**config.mk**
```make
export PLATFORM = sky130hd
export DESIGN_NAME = mw_eeprom_reader
export DESIGN_NICKNAME = d
export VERILOG_FILES = /design/src/rtl/mw_pkg.sv /design/src/rtl/mw_phase_timer.sv /design/src/rtl/mw_rx_shift.sv /design/src/rtl/mw_sequencer.sv /design/src/rtl/mw_eeprom_reader.sv
export SDC_FILE = /design/constraint.sdc
export NUM_CORES = 1
export LEC_CHECK = 0
export ABC_AREA = 1
export BUFFER_PORTS_ARGS = -buffer_cell sky130_fd_sc_hd__clkbuf_2
export CORE_ASPECT_RATIO = 1.2
export CORE_UTILIZATION = 48
export DETAILED_ROUTE_END_ITERATION = 10
export GPL_TIMING_DRIVEN = 0
export PLACE_DENSITY = 0.67
export SYNTH_ARGS = -nofsm -noshare
export SYNTH_HDL_FRONTEND = slang
export SYNTH_SLANG_ARGS = --single-unit
export TNS_END_PERCENT = 1
```
**constraint.sdc**
```tcl
create_clock -name clk -period 2.3 [get_ports clk]
set_clock_uncertainty 0.2 [all_clocks]
set_input_delay 0.23 -clock clk [delete_from_list [all_inputs] [get_ports clk]]
set_output_delay 0.23 -clock clk [all_outputs]
set_load 0.03 [all_outputs]
```
**src/rtl/mw_pkg.sv**
```systemverilog
package mw_pkg;
  typedef enum logic [3:0] {
    ST_IDLE,
    ST_LEAD,
    ST_OSETUP,
    ST_OHIGH,
    ST_OLOW,
    ST_HOLD,
    ST_IHIGH,
    ST_ILOW,
    ST_CSOFF,
    ST_CHIGH,
    ST_CLOW
  } mw_state_e;
endpackage

```
**src/rtl/mw_phase_timer.sv**
```systemverilog
module mw_phase_timer #(
  parameter int CNT_W = 4
) (
  input  logic             clk,
  input  logic             rst,
  input  logic             load,
  input  logic [CNT_W-1:0] load_val,
  output logic             expired
);
  logic [CNT_W-1:0] cnt;

  always_ff @(posedge clk) begin
    if (rst)              cnt <= '0;
    else if (load)        cnt <= load_val;
    else if (cnt != '0)   cnt <= cnt - 1'b1;
  end

  assign expired = (cnt == '0);
endmodule

```
**src/rtl/mw_rx_shift.sv**
```systemverilog
module mw_rx_shift #(
  parameter int WIDTH = 16
) (
  input  logic             clk,
  input  logic             rst,
  input  logic             clr,
  input  logic             shift_en,
  input  logic             din,
  output logic [WIDTH-1:0] word
);
  always_ff @(posedge clk) begin
    if (rst || clr)     word <= '0;
    else if (shift_en)  word <= {word[WIDTH-2:0], din};
  end
endmodule

```
**src/rtl/mw_sequencer.sv**
```systemverilog
module mw_sequencer
  import mw_pkg::*;
#(
  parameter int          PHASE_CYC = 1800,
  parameter int          SETUP_CYC = 80,
  parameter int          OP_W      = 3,
  parameter logic [OP_W-1:0] OPCODE = 3'b110,
  parameter int          ADDR_W    = 6,
  parameter int          DATA_W    = 16,
  parameter int          CNT_W     = 11
) (
  input  logic              clk,
  input  logic              rst,
  input  logic              start,
  input  logic [ADDR_W-1:0] addr,
  input  logic              expired,
  input  logic [DATA_W-1:0] rx_word,
  output logic              load,
  output logic [CNT_W-1:0]  load_val,
  output logic              rx_clr,
  output logic              rx_shift,
  output logic              sclk,
  output logic              csel,
  output logic              to_rom,
  output logic              done,
  output logic [DATA_W-1:0] word
);
  localparam int TXW   = OP_W + ADDR_W;
  localparam int BMAX  = (TXW > DATA_W) ? TXW : DATA_W;
  localparam int BIDXW = $clog2(BMAX);
  localparam logic [CNT_W-1:0] PH_LD = CNT_W'(PHASE_CYC - 1);
  localparam logic [CNT_W-1:0] SU_LD = CNT_W'(SETUP_CYC - 1);
  localparam logic [BIDXW-1:0] TX_LAST = BIDXW'(TXW - 1);
  localparam logic [BIDXW-1:0] RX_LAST = BIDXW'(DATA_W - 1);

  mw_state_e        state;
  logic [TXW-1:0]   txsr;
  logic [BIDXW-1:0] bidx;

  // Segment timer reload: short setup-type segments vs. clock phases.
  always_comb begin
    load     = (state == ST_IDLE) ? start : expired;
    load_val = PH_LD;
    unique case (state)
      ST_IDLE:  load_val = SU_LD;                                  // -> LEAD
      ST_LEAD:  load_val = SU_LD;                                  // -> OSETUP
      ST_OLOW:  load_val = SU_LD;                                  // -> OSETUP/HOLD
      ST_ILOW:  load_val = (bidx == RX_LAST) ? SU_LD : PH_LD;      // -> CSOFF/IHIGH
      default:  load_val = PH_LD;
    endcase
  end

  assign rx_clr   = (state == ST_IDLE) && start;
  assign rx_shift = (state == ST_IHIGH) && expired;

  always_ff @(posedge clk) begin
    if (rst) begin
      state  <= ST_IDLE;
      txsr   <= '0;
      bidx   <= '0;
      sclk   <= 1'b0;
      csel   <= 1'b0;
      to_rom <= 1'b0;
      done   <= 1'b0;
      word   <= '0;
    end else begin
      done <= 1'b0;
      unique case (state)
        ST_IDLE: if (start) begin
          state <= ST_LEAD;
          csel  <= 1'b1;
          txsr  <= {OPCODE, addr};
          bidx  <= '0;
        end
        ST_LEAD: if (expired) begin
          state  <= ST_OSETUP;
          to_rom <= txsr[TXW-1];
        end
        ST_OSETUP: if (expired) begin
          state <= ST_OHIGH;
          sclk  <= 1'b1;
        end
        ST_OHIGH: if (expired) begin
          state <= ST_OLOW;
          sclk  <= 1'b0;
        end
        ST_OLOW: if (expired) begin
          if (bidx == TX_LAST) begin
            state  <= ST_HOLD;
            to_rom <= 1'b0;
            bidx   <= '0;
          end else begin
            state  <= ST_OSETUP;
            bidx   <= bidx + 1'b1;
            txsr   <= txsr << 1;
            to_rom <= txsr[TXW-2];
          end
        end
        ST_HOLD: if (expired) begin
          state <= ST_IHIGH;
          sclk  <= 1'b1;
        end
        ST_IHIGH: if (expired) begin
          state <= ST_ILOW;
          sclk  <= 1'b0;
        end
        ST_ILOW: if (expired) begin
          if (bidx == RX_LAST) begin
            state  <= ST_CSOFF;
            csel   <= 1'b0;
            to_rom <= 1'b0;
          end else begin
            state <= ST_IHIGH;
            bidx  <= bidx + 1'b1;
            sclk  <= 1'b1;
          end
        end
        ST_CSOFF: if (expired) begin
          state <= ST_CHIGH;
          sclk  <= 1'b1;
        end
        ST_CHIGH: if (expired) begin
          state <= ST_CLOW;
          sclk  <= 1'b0;
        end
        ST_CLOW: if (expired) begin
          state <= ST_IDLE;
          done  <= 1'b1;
          word  <= rx_word;
        end
        default: state <= ST_IDLE;
      endcase
    end
  end

  // Checker-only counter of consecutive high cycles on sclk.
  logic [CNT_W:0] hi_cnt;
  always_ff @(posedge clk) begin
    if (rst)       hi_cnt <= '0;
    else if (sclk) hi_cnt <= hi_cnt + 1'b1;
    else           hi_cnt <= '0;
  end


  sclk_high_len_chk: assert property (@(posedge clk) disable iff (rst)
    $fell(sclk) |-> hi_cnt == (CNT_W+1)'(PHASE_CYC));


  data_setup_chk: assert property (@(posedge clk) disable iff (rst)
    $rose(sclk) |-> $stable(to_rom));


  cs_data_drop_chk: assert property (@(posedge clk) disable iff (rst)
    $fell(csel) |-> !to_rom && !sclk);


  idle_quiet_chk: assert property (@(posedge clk) disable iff (rst)
    (state == ST_IDLE) |-> !sclk && !csel && !to_rom);
endmodule

```
**src/rtl/mw_eeprom_reader.sv**
```systemverilog
module mw_eeprom_reader #(
  parameter int PHASE_CYC = 1800,
  parameter int SETUP_CYC = 80,
  parameter int ADDR_W    = 6,
  parameter int DATA_W    = 16
) (
  input  logic              clk,
  input  logic              rst,
  input  logic              rd_start,
  input  logic [ADDR_W-1:0] rd_addr,
  input  logic              ee_from_rom,
  output logic              ee_sclk,
  output logic              ee_csel,
  output logic              ee_to_rom,
  output logic              rd_done,
  output logic [DATA_W-1:0] rd_word
);
  localparam int OP_W    = 3;
  localparam logic [OP_W-1:0] READ_OP = 3'b110;
  localparam int MAX_LEN = (PHASE_CYC > SETUP_CYC) ? PHASE_CYC : SETUP_CYC;
  localparam int CNT_W   = $clog2(MAX_LEN + 1);

  logic              tmr_load;
  logic [CNT_W-1:0]  tmr_val;
  logic              tmr_exp;
  logic              rx_clr;
  logic              rx_shift;
  logic [DATA_W-1:0] rx_word;

  mw_phase_timer #(.CNT_W(CNT_W)) u_timer (
    .clk(clk), .rst(rst), .load(tmr_load), .load_val(tmr_val), .expired(tmr_exp)
  );

  mw_rx_shift #(.WIDTH(DATA_W)) u_rx (
    .clk(clk), .rst(rst), .clr(rx_clr), .shift_en(rx_shift),
    .din(ee_from_rom), .word(rx_word)
  );

  mw_sequencer #(
    .PHASE_CYC(PHASE_CYC), .SETUP_CYC(SETUP_CYC), .OP_W(OP_W),
    .OPCODE(READ_OP), .ADDR_W(ADDR_W), .DATA_W(DATA_W), .CNT_W(CNT_W)
  ) u_seq (
    .clk(clk), .rst(rst), .start(rd_start), .addr(rd_addr),
    .expired(tmr_exp), .rx_word(rx_word),
    .load(tmr_load), .load_val(tmr_val), .rx_clr(rx_clr), .rx_shift(rx_shift),
    .sclk(ee_sclk), .csel(ee_csel), .to_rom(ee_to_rom),
    .done(rd_done), .word(rd_word)
  );


  done_single_chk: assert property (@(posedge clk) disable iff (rst)
    rd_done |=> !rd_done);


  word_hold_chk: assert property (@(posedge clk) disable iff (rst)
    !$stable(rd_word) |-> rd_done);
endmodule

```
==> metrics, run 1 <==
outcome=completed; CTS sink cnt=64; Total Nets Final=470; Die Y=90.9 um; Yosys reg bits=64; Clk Latency, worst-skew pair=340 ps; HP Start=rd_start; Pre-antenna DRT Iters=4; Fillers=622; Hold Path Depth=3; DP Worst Slack=roughly 310 ps; CTS H-tree depth=3; first-pass GRT wire length=11700 um; initial antenna violation count=0; Cells after Synth=414; antenna-violating nets left=0; Slew HR=65.0%; P_sw=~1700 uW; fin worst setup slack=300 ps; Clock Tree Root=clkbuf_8; final slew viol count=0; Setup Total Neg Slack=0 ps; Final setup viols=0; vias in the first global route=2683; die width=between 70 and 80 um; area of the core=approximately 6400 um^2; DRC=0; syn avg cell area=7.63 um^2; slack of the worst reg-to-reg path=between 200 and 300 ps; leakage power=0.00158 uW; Seq pwr share=about a third; f_max=around 500 MHz; Antenna Cells=0; largest net degree at the start of global routing=14; share of layout cells above drive strength 1=25.8%; Sw Share=between 40% and 50%; CTS tree=built; sequential area share after synthesis=40.5%; CP Capture Type=flip-flop; worst-case clock buffer depth=2; final cell count without fillers=547; Synth Net Count=427; Peak supply drop=0.466 mV; Cell Rows=32; critical path peak fanout=10; initial DRC count=140; cell count of the worst reg-to-reg path=10; Slew @ Worst Pin=roughly 520 ps; Final Hold Violating Endpoints=0; DP Area=3410 um^2; gr ovfl total=0; RSZ-0062 raised after global routing=no; Inst Count DP=528; part of the power in the clock network=24.1%; DR vias=2785; pwr dens=1130 nW/um^2; Comb power frac=about two fifths; number of port buffers=29; post-DP HPWL=4840 um; Syn. warnings=0; clock slew at reported path FFs=approximately 80 ps; routed len/inst=approximately 12 um; GP Congestion=0.860; Endpoint, Worst Hold=u_seq.csel$_SDFFE_PP0P_; worst hold-check path type=in2reg; post-route cell area=3640 um^2; Worst setup SP type=flip-flop; Worst R2R Start=u_timer.cnt[0]$_SDFFE_PP0P_; reg-to-reg endpoint=u_rx.word[0]$_SDFFE_PP0P_; vias per inst=5.09; drt total wl=~6700 um; Final Critical Period=2000 ps; io pins=30; Resize count post-CTS=0; Post-CTS Setup Repair Bufs=0; Die ar.=6910 um^2; Synth Cell Area=3160 um^2; Area Overhead vs Synth=15.3%; gr usage total=approximately a fifth; Num CTS Buffers=9; Setup CP Type=reg2reg; Pint=2390 uW; max cap viols=0; WP data arrival=2030 ps; Tcrit/Tclk final=~87%; Synth cell types=39; worst path required time=2330 ps; initial core utilization=49.3%
==> synth_stat cells <==
library cell	instances	share of area, %
nand3_2	2	0.63
nor4_1	1	0.20
a21boi_0	1	0.24
nand2_1	65	7.7
clkinv_1	1	0.12
a21oi_4	1	0.51
nor3_4	1	0.51
nor2_2	6	1.2
nor2_1	35	4.2
buf_6	5	1.8
o21ai_2	5	1.4
nand2_2	10	2.0
nand3_4	1	0.55
a31oi_1	3	0.59
a21oi_1	37	5.9
buf_4	3	0.71
nand3_1	18	2.9
o21ai_1	17	2.7
o211ai_1	1	0.24
nand3b_1	3	0.71
nor3_1	1	0.16
dfxtp_1	64	41
inv_2	8	0.95
clkbuf_1	3	0.36
inv_4	2	0.40
ha_1	3	1.2
nand2_4	3	1.1
o21ai_0	30	4.8
buf_2	3	0.47
nor3_2	1	0.32
and3_1	1	0.20
nor2_8	1	0.63
nor2_4	5	1.8
inv_1	45	5.3
xor2_1	5	1.4
clkinv_2	1	0.16
a21oi_2	16	4.4
nor3b_1	1	0.24
nand4_1	5	0.99
==> worst max-delay path, stage by stage (launching register included) <==
cell     delay, ps
dfxtp_1        330
inv_1           80
ha_1           200
nand2_2        110
nor2_4         190
nand2_4        130
nor2_1         190
buf_4          200
inv_1           80
o21ai_0        140
a21oi_1         50
==> power groups by stage <==
| stage | registers [uW] | clock network, uW | logic [uW] |
|---|---|---|---|
| 2_1_floorplan | 1450 | 0 | 1360 |
| 3_3_place_gp | 1450 | 0 | 1650 |
| 3_5_place_dp | 1450 | 0 | 1670 |
| 4_1_cts | 1430 | 1010 | 1690 |
| 5_1_grt | 1460 | 1060 | 1910 |
| 6_report | 1430 | 987 | 1680 |
==> repair_timing <==
item,in CTS,in global routing
hold endpoints to repair,4,0
hold buffers,3,0
setup endpoints to repair,0,0
==> worst max path at each step <==
stage,start,end
after detailed placement,u_timer.cnt[0]$_SDFFE_PP0P_,u_rx.word[0]$_SDFFE_PP0P_
after global routing,u_timer.cnt[0]$_SDFFE_PP0P_,u_rx.word[0]$_SDFFE_PP0P_
final,u_timer.cnt[0]$_SDFFE_PP0P_,u_rx.word[0]$_SDFFE_PP0P_
after floorplan,u_timer.cnt[0]$_SDFFE_PP0P_,u_seq.word[4]$_SDFFE_PP0P_
after global placement,u_timer.cnt[0]$_SDFFE_PP0P_,u_rx.word[0]$_SDFFE_PP0P_
after CTS,u_timer.cnt[0]$_SDFFE_PP0P_,u_rx.word[0]$_SDFFE_PP0P_
==> cell usage in the layout (no fill, tap or decap), types with 6 or more instances in the layout <==
master and n:
a21oi_1 37, a21oi_2 16, clkbuf_2 29, clkbuf_8 9, dfxtp_1 64, inv_1 45
inv_2 8, nand2_1 65, nand2_2 10, nand3_1 18, nor2_1 35, nor2_2 6
o21ai_0 30, o21ai_1 17
==> layer usage <==
metal | track usage, % | routed length, um
met5 | 0 | 0
met4 | 10.1 | 121
met3 | 4.14 | 255
met2 | 38.2 | 3420
met1 | 23.6 | 2920
==> stage by stage <==
step | hold WS, ps | power [uW] | util (%)
4_1_cts | 53.9 | 4130 | 56.9
3_3_place_gp | 236 | 3100 | 53.3
5_1_grt | 77.9 | 4420 | 56.9
2_1_floorplan | 99.4 | 2810 | -
6_report | 63.6 | 4100 | 56.9
3_5_place_dp | 243 | 3130 | 53.3
==> sequential cells by signal, indices dropped and copies added (netlist names) <==
name / flops
u_rx.word: 16
u_seq.sclk: 1
u_seq.state: 4
u_seq.bidx: 4
u_seq.to_rom: 1
u_seq.csel: 1
u_seq.word: 16
u_timer.cnt: 11
u_seq.txsr: 9
u_seq.done: 1
==> logic make-up after synthesis <==
logic type | share of synthesized area, %
and+or+nand+nor | 25.9
AOI/OAI and AO/OA | 20.7
buffers and inverters | 10.3
DFF | 40.5
xor gates and xnor gates | 1.39
adders and majority gates | 1.19
==> final cells by class <==
| type | instances | area [um^2] | area share, % |
|---|---|---|---|
| Clock inverter | 7 | 77.6 | 2.13 |
| Multi-Input combinational cell | 279 | 1550 | 42.7 |
| Timing Repair Buffer | 32 | 175 | 4.81 |
| Clock buffer | 9 | 124 | 3.40 |
| Buffer | 14 | 105 | 2.88 |
| Tap cell | 85 | 106 | 2.92 |
| Sequential cell | 64 | 1280 | 35.2 |
| Inverter | 57 | 220 | 6.04 |
Note: power is estimated with default switching activity, not from simulation.
==> run 2, diff against run 1 <==
Settings changed: ABC_AREA 1 to not set, GPL_ROUTABILITY_DRIVEN set to 0.
==> run 2 against run 1 <==
  * The run now ends with setup timing left
  * Power fell by 5.5%
  * Critical path depth fell by 3
  * Non-clock buffer count rose by 16
  * Worst hold slack got worse by 47 ps
  * Cell area fell by 1.9%
  * Sequential power fell by 3%
  * Via count fell by 6.7%
  * Die area fell by 9.0%
  * First-iteration DRC count fell by 7.9%
  * Combinational power fell by 21%
  * Synthesized area fell by 9.3%
  * Synthesized cell count fell by 14%
  * Critical endpoint is now u_seq.bidx[2]$_SDFFE_PP0P_
==> metrics, run 2 <==
outcome=finished with violations (was completed); failing checks=setup timing; crit-path cells=inv_2, ha_4, or4b_4, nor4_4, o211ai_2, or4b_1, a21oi_1 (was inv_1, ha_1, nand2_2, nor2_4, nand2_4, nor2_1, buf_4, inv_1, o21ai_0, a21oi_1); Pint=2560 uW (was 2390 uW); worst path required time=2370 ps (was 2330 ps); Synth area leaders=dfxtp_1, nand2_1, a21oi_1 (unchanged); Peak supply drop=0.661 mV (was 0.466 mV); main combinational cell family by area after synthesis=simple AND/OR/NAND/NOR gates (unchanged); initial DRC count=129 (was 140); Cell Rows=30 (was 32); Critical path origin=u_timer.cnt[1]$_SDFFE_PP0P_ (was u_timer.cnt[0]$_SDFFE_PP0P_); cell count of the worst reg-to-reg path=7 (was 10); Pre-antenna DRT Iters=4 (unchanged); Tcrit/Tclk final=104% (was 87.0%); area of the core=5710 um^2 (was 6410 um^2); Synth area leader=dfxtp_1 (unchanged); DP Worst Slack=-325 ps (was 313 ps); f_max=419 MHz (was 500 MHz); Final Util=62.6% (was 56.9%); CTS sink cnt=64 (unchanged); CP peak stage delay=500 ps (was 330 ps); Worst setup SP type=flip-flop (unchanged); slack of the worst reg-to-reg path=-90 ps (was 300 ps); final cell count without fillers=492 (was 547); commonest cells after routing, fill and taps aside=nand2_1, dfxtp_1, a21oi_1 (was nand2_1, dfxtp_1, inv_1); number of port buffers=29 (unchanged); antenna-violating nets left=0 (unchanged); P_sw=1320 uW (was 1710 uW); pwr dens=1080 nW/um^2 (was 1130 nW/um^2); io pins=30 (unchanged); Sw Share=34.0% (was 41.6%); Async SR Flop Fraction=0% (unchanged); Syn. warnings=0 (unchanged); Die ar.=6290 um^2 (was 6910 um^2); Final Hold Violating Endpoints=0 (unchanged); Yosys reg bits=64 (unchanged); clock slew at reported path FFs=70 ps (was 80 ps); WP data arrival=2460 ps (was 2030 ps); vias per inst=5.28 (was 5.09); worst-case clock buffer depth=2 (unchanged); adder-cell area share of the yosys netlist=1.31% (was 1.19%); Num CTS Buffers=9 (unchanged); Fillers=521 (was 622); Setup CP Type=reg2reg (unchanged); leakage power=0.00130 uW (was 0.00158 uW); worst hold-check path type=in2reg (unchanged); CP max-delay cell=or4b_1 (was dfxtp_1); fin worst setup slack=-88.4 ps (was 300 ps); gr usage total=21.4% (was 21.1%); share of layout cells above drive strength 1=20.4% (was 25.8%); Synth cell types=51 (was 39); CTS tree=built (unchanged); Slew HR=63.0% (was 65.0%); drt total wl=6370 um (was 6720 um); reg-to-reg endpoint=u_seq.bidx[2]$_SDFFE_PP0P_ (was u_rx.word[0]$_SDFFE_PP0P_); Area Overhead vs Synth=24.6% (was 15.3%); complex-gate fraction of the synthesized area=19.1% (was 20.7%); Final setup viols=18 (was 0); CP Capture Type=flip-flop (unchanged); Hold Path Depth=3 (unchanged); top-area cell type share of the netlist area=44.7% (was 40.5%); largest net degree at the start of global routing=13 (was 14); HP Start=rd_addr[2] (was rd_start); gr ovfl total=0 (unchanged); Antenna Cells=0 (unchanged); area share of and/or/nand/nor cells after synthesis=24.7% (was 25.9%); Top FF cell, synth=dfxtp_1 (unchanged); Comb power frac=34.2% (was 41.0%); Post-Synth XOR/XNOR Area=2.44% (was 1.39%); post-DP HPWL=4340 um (was 4840 um); commonest non-fill, non-tap cell in the layout=nand2_1 (unchanged); critical path peak fanout=5 (was 10); sequential area share after synthesis=44.7% (was 40.5%); vias in the first global route=2376 (was 2683); first-pass GRT wire length=10300 um (was 11700 um); Final Critical Period=2390 ps (was 2000 ps); routed len/inst=12.9 um (was 12.3 um); final slew viol count=0 (unchanged); Synth Net Count=371 (was 427); RSZ-0062 raised after global routing=yes (was no); Clk Latency, worst-skew pair=350 ps (was 340 ps); Total Nets Final=420 (was 470); number of flops mapped to enable cells by yosys=0 (unchanged); Seq pwr share=35.6% (was 34.9%); total power=3870 uW (was 4100 uW); Endpoint, Worst Hold=u_seq.txsr[2]$_SDFFE_PP0P_ (was u_seq.csel$_SDFFE_PP0P_); Inst Count DP=467 (was 528); DRC=0 (unchanged); count leader, synth=nand2_1 (unchanged); CTS H-tree depth=3 (unchanged); Cells after Synth=358 (was 414); syn avg cell area=8.01 um^2 (was 7.63 um^2); max cap viols=0 (unchanged); biggest regs=u_rx.word (16), u_seq.word (16), u_timer.cnt (11) (unchanged); die width=72.6 um (was 76.1 um); Synth Cell Area=2870 um^2 (was 3160 um^2); Die Y=86.7 um (was 90.9 um); worst path bufs/invs=1 (was 3); crit-path leading delay family=simple AND/OR/NAND/NOR gates (unchanged); Worst R2R Start=u_timer.cnt[1]$_SDFFE_PP0P_ (was u_timer.cnt[0]$_SDFFE_PP0P_); Clock Tree Root=clkbuf_8 (unchanged); Setup Total Neg Slack=-696 ps (was 0 ps); initial core utilization=50.3% (was 49.3%); initial antenna violation count=0 (unchanged); DR vias=2598 (was 2785); post-synthesis mux area share=3.18% (was 0%); Slew @ Worst Pin=556 ps (was 524 ps); part of the power in the clock network=30.2% (was 24.1%); Post-synth top cells=nand2_1, dfxtp_1, a21oi_1 (was nand2_1, dfxtp_1, inv_1)
==> run 2: worst max-delay path by stage <==
stage,end,cells past startpoint
after floorplan,u_rx.word[10]$_SDFFE_PP0P_,9
after global placement,u_seq.word[12]$_SDFFE_PP0P_,9
after detailed placement,u_seq.word[13]$_SDFFE_PP0P_,9
after CTS,u_seq.bidx[2]$_SDFFE_PP0P_,7
after global routing,u_seq.bidx[2]$_SDFFE_PP0P_,6
final,u_seq.bidx[2]$_SDFFE_PP0P_,7
==> run 2: stage by stage <==
stage	hold slack, ps	instance area (um^2)
2_1_floorplan	166	2890
3_3_place_gp	237	3140
3_5_place_dp	242	3140
4_1_cts	7.23	3530
5_1_grt	46.1	3570
6_report	16.3	3570
==> run 2: cell families (layout without fill, tap and decap cells) <==
kind of cell,after synthesis,after routing
mux,9,9
buf+inv,31,85
simple gates,149,149
compound gates,94,94
xor+xnor,8,8
fa+ha+maj,3,3
flops,64,64
==> run 2: cell type report <==
| class | count | area (um^2) | area share, % |
|---|---|---|---|
| multi-input combinational | 263 | 1530 | 42.7 |
| sequential | 64 | 1280 | 35.9 |
| timing repair buffer | 38 | 225 | 6.30 |
| buffer | 24 | 169 | 4.73 |
| clock buffer | 9 | 124 | 3.47 |
| clock inverter | 7 | 119 | 3.33 |
| tap | 80 | 100 | 2.80 |
| inverter | 7 | 26.3 | 0.735 |
==> run 2: routing by layer <==
layer	global-route usage (%)	wire length [um]	vias up	part of all wire [%]
li1	-	-	1341	-
met1	23.1	2850	1188	45
met2	37.0	3120	52	49
met3	5.81	241	17	3.8
met4	12.8	167	0	2.6
met5	0	0	-	0
==> run 2: worst min-delay path, stage by stage <==
cell and delay, ps:
clkbuf_2 80, mux2i_1 110, a211oi_1 90
==> run 2: power groups by stage <==
stage / sequential, uW / clock, uW / combinational, uW
2_1_floorplan: 1390 / 0 / 968
3_3_place_gp: 1400 / 0 / 1180
3_5_place_dp: 1400 / 0 / 1200
4_1_cts: 1380 / 1190 / 1290
5_1_grt: 1390 / 1230 / 1460
6_report: 1380 / 1170 / 1330
==> run 2: repair_timing <==
item                                    4_1_cts  5_1_grt
endpoints found under the setup margin       42       45
pin swaps                                     6        2
hold endpoints to repair                      5        0
resized for setup                            20       18
buffers inserted                              4        0
hold buffers                                  5        0
